===== config.mk =====
export PLATFORM = sky130hd
export DESIGN_NAME = gtp_port
export DESIGN_NICKNAME = d
export VERILOG_FILES = /design/src/rtl/gtp_pkg.sv /design/src/rtl/gtp_in_filter.sv /design/src/rtl/gtp_irq_detect.sv /design/src/rtl/gtp_port.sv
export SDC_FILE = /design/constraint.sdc
export NUM_CORES = 1
export LEC_CHECK = 0
export BUFFER_PORTS_ARGS = -buffer_cell sky130_fd_sc_hd__buf_2
export CAP_MARGIN = 20
export CORE_UTILIZATION = 60
export DETAILED_ROUTE_END_ITERATION = 8
export PLACE_DENSITY = 0.86
export SYNTH_ARGS = -nofsm -noshare
export SYNTH_HDL_FRONTEND = slang
export SYNTH_SLANG_ARGS = --single-unit

===== constraint.sdc =====
create_clock -name clk -period 3.3 [get_ports clk]
set_input_delay 0 -clock clk [delete_from_list [all_inputs] [get_ports clk]]
set_output_delay 0 -clock clk [all_outputs]
set_load 0.1 [all_outputs]

===== src/rtl/gtp_pkg.sv =====
// Shared types and register layout for the GPIO trigger port.
// Assumes a 9-bit byte address: per-pin windows below 0x100, status above.
package gtp_pkg;

    typedef enum logic [1:0] {
        TRIG_OFF   = 2'd0,
        TRIG_LEVEL = 2'd1,
        TRIG_EDGE  = 2'd2,
        TRIG_BOTH  = 2'd3
    } trig_e;

    typedef struct packed {
        logic  ie;
        logic  pol;
        trig_e trig;
        logic  dir;
        logic  en;
    } pin_cfg_t;

    localparam int WIN_LSB = 5;
    localparam logic [4:0] OFS_CFG  = 5'h00;
    localparam logic [4:0] OFS_DBNC = 5'h04;
    localparam logic [4:0] OFS_IN   = 5'h08;
    localparam logic [4:0] OFS_OCTL = 5'h0C;
    localparam logic [4:0] OFS_OVAL = 5'h10;
    localparam logic [4:0] OFS_ICLR = 5'h14;
    localparam int STATUS_OFS = 'h104;

endpackage


===== src/rtl/gtp_in_filter.sv =====
// Two-flop synchroniser followed by a stability counter.
// Assumes thresh is quasi-static; a threshold of zero passes the synced level straight on.
module gtp_in_filter #(
    parameter int CNT_W = 8
) (
    input  logic             clk,
    input  logic             rst_n,
    input  logic             pin_raw,
    input  logic [CNT_W-1:0] thresh,
    output logic             sync_out,
    output logic             level
);
    logic             meta_q;
    logic             sync_q;
    logic [CNT_W-1:0] cnt_q;

    // Bring the asynchronous pad level into the clock domain.
    always_ff @(posedge clk) begin
        if (!rst_n) begin
            meta_q <= 1'b0;
            sync_q <= 1'b0;
        end else begin
            meta_q <= pin_raw;
            sync_q <= meta_q;
        end
    end

    // Accept a new level only after it has persisted thresh+1 clocks.
    always_ff @(posedge clk) begin
        if (!rst_n) begin
            level <= 1'b0;
            cnt_q <= '0;
        end else if (thresh == '0) begin
            level <= sync_q;
            cnt_q <= '0;
        end else if (sync_q == level) begin
            cnt_q <= '0;
        end else if (cnt_q == thresh) begin
            level <= sync_q;
            cnt_q <= '0;
        end else begin
            cnt_q <= cnt_q + 1'b1;
        end
    end

    assign sync_out = sync_q;

endmodule


===== src/rtl/gtp_irq_detect.sv =====
// Per-pin trigger detector: level, single edge or double edge.
// Assumes level is already synchronous; an edge event wins over a same-cycle clear.
module gtp_irq_detect
    import gtp_pkg::*;
(
    input  logic  clk,
    input  logic  rst_n,
    input  logic  level,
    input  trig_e trig,
    input  logic  pol,
    input  logic  clr,
    output logic  pend
);
    logic prev_q;
    logic rise;
    logic fall;
    logic hit;

    assign rise = level & ~prev_q;
    assign fall = ~level & prev_q;

    // Decide whether this cycle carries a qualifying edge.
    always_comb begin
        case (trig)
            TRIG_EDGE: hit = pol ? rise : fall;
            TRIG_BOTH: hit = rise | fall;
            default:   hit = 1'b0;
        endcase
    end

    // Track the previous level and update the pending flag.
    always_ff @(posedge clk) begin
        if (!rst_n) begin
            prev_q <= 1'b0;
            pend   <= 1'b0;
        end else begin
            prev_q <= level;
            case (trig)
                TRIG_OFF:   pend <= 1'b0;
                TRIG_LEVEL: pend <= (level == pol);
                default: begin
                    if (hit)      pend <= 1'b1;
                    else if (clr) pend <= 1'b0;
                end
            endcase
        end
    end

endmodule


===== src/rtl/gtp_port.sv =====
// GPIO port of up to eight pins with per-pin register windows and trigger detection.
// Assumes single-cycle writes, NUM_PINS <= 8 and ADDR_W = 9 so status sits at 0x104.
module gtp_port
    import gtp_pkg::*;
#(
    parameter int NUM_PINS = 8,
    parameter int ADDR_W   = 9,
    parameter int DATA_W   = 32,
    parameter int DBNC_W   = 8
) (
    input  logic                clk,
    input  logic                rst_n,
    input  logic [ADDR_W-1:0]   bus_addr,
    input  logic                bus_we,
    input  logic [DATA_W-1:0]   bus_wdata,
    output logic [DATA_W-1:0]   bus_rdata,
    input  logic [NUM_PINS-1:0] pin_in,
    output logic [NUM_PINS-1:0] pin_out,
    output logic [NUM_PINS-1:0] pin_oe,
    output logic                irq
);
    localparam int WIN_W = ADDR_W - WIN_LSB;
    localparam logic [ADDR_W-1:0] STATUS_A = ADDR_W'(STATUS_OFS);

    pin_cfg_t            cfg_q  [NUM_PINS];
    logic [DBNC_W-1:0]   dbnc_q [NUM_PINS];
    logic [NUM_PINS-1:0] flt_q;
    logic [NUM_PINS-1:0] oval_q;

    logic [NUM_PINS-1:0]   clr_v;
    logic [NUM_PINS-1:0]   lvl_v;
    logic [NUM_PINS-1:0]   sync_v;
    logic [NUM_PINS-1:0]   pend_v;
    logic [NUM_PINS-1:0]   pol_v;
    logic [2*NUM_PINS-1:0] trig_v;
    logic [NUM_PINS-1:0]   status;

    logic [WIN_W-1:0] win;
    logic [4:0]       ofs;
    logic             unused_wdata;

    assign win          = bus_addr[ADDR_W-1:WIN_LSB];
    assign ofs          = bus_addr[WIN_LSB-1:0];
    assign unused_wdata = ^bus_wdata[DATA_W-1:DBNC_W];

    // Register writes for every pin window.
    always_ff @(posedge clk) begin
        if (!rst_n) begin
            for (int p = 0; p < NUM_PINS; p++) begin
                cfg_q[p]  <= '0;
                dbnc_q[p] <= '0;
            end
            flt_q  <= '0;
            oval_q <= '0;
        end else if (bus_we) begin
            for (int p = 0; p < NUM_PINS; p++) begin
                if (win == WIN_W'(p)) begin
                    case (ofs)
                        OFS_CFG: begin
                            cfg_q[p].en   <= bus_wdata[0];
                            cfg_q[p].dir  <= bus_wdata[1];
                            cfg_q[p].trig <= trig_e'(bus_wdata[3:2]);
                            cfg_q[p].pol  <= bus_wdata[4];
                            cfg_q[p].ie   <= bus_wdata[6];
                        end
                        OFS_DBNC: dbnc_q[p] <= bus_wdata[DBNC_W-1:0];
                        OFS_OCTL: flt_q[p]  <= bus_wdata[0];
                        OFS_OVAL: oval_q[p] <= bus_wdata[0];
                        default: ;
                    endcase
                end
            end
        end
    end

    // Clear strobes: one cycle, only when bit 0 of the data is set.
    always_comb begin
        for (int p = 0; p < NUM_PINS; p++) begin
            clr_v[p] = bus_we && (win == WIN_W'(p)) && (ofs == OFS_ICLR) && bus_wdata[0];
        end
    end

    generate
        for (genvar g = 0; g < NUM_PINS; g++) begin : g_pin
            gtp_in_filter #(.CNT_W(DBNC_W)) u_filt (
                .clk      (clk),
                .rst_n    (rst_n),
                .pin_raw  (pin_in[g]),
                .thresh   (dbnc_q[g]),
                .sync_out (sync_v[g]),
                .level    (lvl_v[g])
            );

            gtp_irq_detect u_det (
                .clk   (clk),
                .rst_n (rst_n),
                .level (lvl_v[g]),
                .trig  (cfg_q[g].trig),
                .pol   (cfg_q[g].pol),
                .clr   (clr_v[g]),
                .pend  (pend_v[g])
            );

            assign trig_v[2*g +: 2] = cfg_q[g].trig;
            assign pol_v[g]   = cfg_q[g].pol;
            assign status[g]  = pend_v[g] & cfg_q[g].en & cfg_q[g].ie;
            assign pin_oe[g]  = cfg_q[g].en & cfg_q[g].dir & ~flt_q[g];
            assign pin_out[g] = oval_q[g];
        end
    endgenerate

    assign irq = |status;

    // Combinational read mux over the status word and the pin windows.
    always_comb begin
        bus_rdata = '0;
        if (bus_addr == STATUS_A) begin
            bus_rdata[NUM_PINS-1:0] = status;
        end else begin
            for (int p = 0; p < NUM_PINS; p++) begin
                if (win == WIN_W'(p)) begin
                    case (ofs)
                        OFS_CFG: begin
                            bus_rdata[0]   = cfg_q[p].en;
                            bus_rdata[1]   = cfg_q[p].dir;
                            bus_rdata[3:2] = cfg_q[p].trig;
                            bus_rdata[4]   = cfg_q[p].pol;
                            bus_rdata[6]   = cfg_q[p].ie;
                        end
                        OFS_DBNC: bus_rdata[DBNC_W-1:0] = dbnc_q[p];
                        OFS_IN:   bus_rdata[0] = lvl_v[p];
                        OFS_OCTL: bus_rdata[0] = flt_q[p];
                        OFS_OVAL: bus_rdata[0] = oval_q[p];
                        default: ;
                    endcase
                end
            end
        end
    end

endmodule


==> impl_metrics.csv <==
group,metric,value,unit
outcome,status,"completed",
place,port_buffer_count,52,
worst_setup_path,critical_path_start_type,"flop",
grt,grt_antenna_before_repair,0,
worst_setup_path,ff2ff_path_depth,6,
grt,vias_in_the_first_global_route,8464,
worst_setup_path,crit_required,3.30,ns
pwr,power.density_cell_area,505,nW/um^2
worst_setup_path,cp_max_fo,4,
worst_setup_path,cp-end-kind,"output port",
place,globalplace.congestion,0.992,
timing,final.hold.worst_slack,0.0538,ns
timing,hold_viol_final,0,
drt,met2_wirelength,13700,um
timing,worst_slack,0.523,ns
job,timing.max_cap.violations,0,
clock_network,cts_num_sinks,232,
place,preCtsSetupSlack,0.834,ns
finish,regArea,5770,sq um
clock_network,cts.repair_timing.setup_buffer_count,0,
drt,initialDrtViolationCount,961,
finish,multi_input_comb_area,5240,sq um
drt,vias,9034,
drt,wl_met1,11900,um
worst_setup_path,worstPathCellList,"nor3b_1 > a31oi_1 > or3b_2 > a31oi_1 > nor3_1 > a22oi_1 > buf_2",
floorplan,dieArea,19700,sq um
floorplan,placementRows,50,
worst_setup_path,crit_arrival,2.78,ns
worst_setup_path,timing.setup.critical_path_class,"reg -> out",
floorplan,floorplan.initialDensity,61.4,%
floorplan,design.portCount,101,
yosys,synth.yosys.warnings,0,
clock_network,cts-resized-gates,0,
min_path,hold-path-endpoint,"g_pin[7].u_det.pend$_SDFFE_PN0P_",
clock_network,clk_root_buffer_cell,"sky130_fd_sc_hd__clkbuf_16",
floorplan,die_width,140,um
drt,postRouteWirelength,29600,um
yosys,post_synth_inst_count,1175,
min_path,timing.hold.worst.start,"bus_addr[4]",
worst_setup_path,crit_path_max_incr_delay,0.49,ns
timing,max_slew.worst_pin.slew,0.826,ns
drt,metal3_wl,2860,um
worst_setup_path,rr_startpoint,"dbnc_q[1][30]$_DFFE_PP_",
clock_network,clkLatencyLatePin,0.52,ns
timing,maxSlewHeadroom,44.8,%
worst_setup_path,reg2reg_slack,1.55,ns
finish,areaGrowthSynthToFinish,10.7,%
pwr,peakVddDrop,0.000700,V
finish,nets,1311,
timing,grt_setup_unrepaired,"no",
drt,routed_via_density,6.08,
finish,antennaDiodeCount,0,
clock_network,ctsLongestPathBuffers,3,
finish,reg_top3,"dbnc_q (64), g_pin.u_filt.cnt_q (64), cfg_q (48)",
timing,final-max-slew-violation-count,0,
clock_network,htreeDepth,1,
clock_network,cts_inserted_buffers,24,
timing,setup_viol_count_final,0,
yosys,synthArstFlopShare,0,%
finish,fillCellCount,1393,
timing,fmax,360,MHz
pwr,report.power.total,6420,uW
min_path,whs_path_depth,4,
pwr,total_leakage_power,0.00461,uW
yosys,synthesis.area_per_instance,9.78,sq um
yosys,ys_dominant_reg_cell,"sky130_fd_sc_hd__dfxtp_1",
worst_setup_path,crit_slowest_cell,"sky130_fd_sc_hd__buf_2",
grt,grt_start_max_net_pins,38,
min_path,min_path_type,"in -> reg",
yosys,synth_seq_area_share,50.2,%
grt,grt_usage,30.3,%
finish,final_layout_size_suffix_gt1_share,9.98,%
grt,grt_pass1_wl,45700,um
floorplan,core_area,18700,sq um
drt,dr.max_layer_used,"met4",
yosys,syn_area,11500,sq um
worst_setup_path,cp_common_cell,"sky130_fd_sc_hd__a31oi_1",
timing,fin_setup_tns,0,ns
clock_network,cts_tree,"done",
drt,detail_route.drc_violations,0,
drt,drt.antenna.violating_nets,0,
yosys,synth-edff-count,112,
timing,timing.final.crit_share,84.1,%
clock_network,clkTransAtPathRegs,0.06,ns
yosys,synth.ff_latch_count,232,
drt,drt_pre_antenna_iters,6,
grt,grt_residual_overflow,0,
drt,wire_per_inst,19.9,um
timing,post-route-min-period,2.78,ns
place,detailedPlacementHpwl,21000,um
worst_setup_path,worst_r2r_endpoint,"g_pin[7].u_filt.cnt_q[7]$_SDFF_PP0_",
floorplan,die_y,140,um
yosys,netlist-cell-type-count,58,
timing,finClkSkew,0.00871,ns
==> worst max-delay path, delay by kind of cell (launching register included) <==
family	cells	cell delay (ns)
buffers and inverters	1	0.49
AOI/OAI and AO/OA	3	0.59
and+or+nand+nor	3	0.78
DFF	1	0.41
==> per-stage QoR <==
| step | util, % | std cells | area, sq um |
|---|---|---|---|
| floorplan | - | 1198 | 11600 |
| global placement | 63.3 | 1432 | 11800 |
| detailed placement | 63.3 | 1432 | 11800 |
| CTS | 68.0 | 1487 | 12700 |
| global route | 68.0 | 1487 | 12700 |
| finish | 68.0 | 1487 | 12700 |
==> cell type report <==
cell class / instances / share of cell area (%)
clock buffers: 36 / 5.48
clock inverters: 8 / 0.463
inverters: 45 / 1.33
multi-input cells: 855 / 41.2
flip-flops and latches: 232 / 45.3
well taps: 234 / 2.30
repair buffers: 77 / 3.84
==> per-layer routing <==
layer	up-vias	track usage, %
met1	4304	39.6
met2	487	50.3
li1	4165	-
met5	-	0
met4	0	10.6
met3	78	5.85
==> cell usage in the layout (no fill, tap or decap), types with 25 or more instances in the layout <==
master	netlist	routed
sky130_fd_sc_hd__a21oi_1	27	27
sky130_fd_sc_hd__and2_1	28	28
sky130_fd_sc_hd__buf_2	11	52
sky130_fd_sc_hd__clkbuf_16	0	25
sky130_fd_sc_hd__dfxtp_1	120	120
sky130_fd_sc_hd__edfxtp_1	112	112
sky130_fd_sc_hd__inv_1	45	45
sky130_fd_sc_hd__nand2_1	107	107
sky130_fd_sc_hd__nand3_1	69	69
sky130_fd_sc_hd__nor2_1	180	180
sky130_fd_sc_hd__nor2b_1	25	25
sky130_fd_sc_hd__o21ai_0	26	26
sky130_fd_sc_hd__xnor2_1	83	83
sky130_fd_sc_hd__xor2_1	45	45
==> worst max-delay path by stage <==
stage	startpoint	endpoint	slack (ns)	cells after the start
after floorplan	pin_out[1]$_SDFFE_PN0P_	bus_rdata[0]	0.09	5
after global placement	bus_addr[7]	bus_rdata[0]	0.81	8
after detailed placement	bus_addr[7]	bus_rdata[0]	0.83	8
after CTS	cfg_q[0][10]$_SDFFCE_PN0P_	bus_rdata[4]	0.57	7
after global routing	cfg_q[0][10]$_SDFFCE_PN0P_	bus_rdata[4]	0.38	7
final	cfg_q[0][10]$_SDFFCE_PN0P_	bus_rdata[4]	0.52	7
==> kinds of logic after synthesis <==
group | share of synthesized area [%]
AND/OR/NAND/NOR | 20.7
flip-flops | 50.2
AO/OA/AOI/OAI | 8.05
XOR/XNOR | 9.76
buffers and inverters | 4.96
multiplexers | 3.66
adder cells (fa/ha/maj) | 2.61
other | 0.0326
==> synthesized netlist by cell type, types with 3 or more instances <==
cell                         n  area [sq um]
sky130_fd_sc_hd__mux2i_1    24           240
sky130_fd_sc_hd__a21oi_1    27           135
sky130_fd_sc_hd__dfxtp_1   120          2400
sky130_fd_sc_hd__and3_1     23           144
sky130_fd_sc_hd__a221oi_1    3          26.3
sky130_fd_sc_hd__nor4_1     18           113
sky130_fd_sc_hd__o22ai_1    10          62.6
sky130_fd_sc_hd__nand2_1   107           402
sky130_fd_sc_hd__buf_6       3          33.8
sky130_fd_sc_hd__xnor2_1    83           727
sky130_fd_sc_hd__nand4_1    22           138
sky130_fd_sc_hd__a22oi_1    19           143
sky130_fd_sc_hd__nor2_1    180           676
sky130_fd_sc_hd__nor3_1      7          35.0
sky130_fd_sc_hd__ha_1       24           300
sky130_fd_sc_hd__buf_2      11          55.1
sky130_fd_sc_hd__a31oi_1    15          93.8
sky130_fd_sc_hd__clkbuf_1   21          78.8
sky130_fd_sc_hd__nor3b_1     6          45.0
sky130_fd_sc_hd__buf_4      31           233
sky130_fd_sc_hd__inv_1      45           169
sky130_fd_sc_hd__nor2b_1    25           156
sky130_fd_sc_hd__nand3_1    69           345
sky130_fd_sc_hd__o21ai_0    26           130
sky130_fd_sc_hd__a21boi_0    9          67.6
sky130_fd_sc_hd__xor2_1     45           394
sky130_fd_sc_hd__a21o_1      4          30.0
sky130_fd_sc_hd__a222oi_1    5          50.1
sky130_fd_sc_hd__mux2_2     14           158
sky130_fd_sc_hd__and2_1     28           175
sky130_fd_sc_hd__edfxtp_1  112          3360
sky130_fd_sc_hd__a211oi_1    5          37.5
==> power by group <==
| part | internal, uW | switching [uW] | leakage [uW] | total, uW |
|---|---|---|---|---|
| combinational | 153 | 426 | 0.00220 | 579 |
| clock | 1530 | 1080 | 0.000369 | 2610 |
| sequential | 3120 | 114 | 0.00204 | 3240 |
==> timing repair <==
action	in CTS	in global routing
hold endpoints to repair	20	0
hold buffers	11	0
endpoints found under the setup margin	0	0
Power figures use the tool's default switching activity.
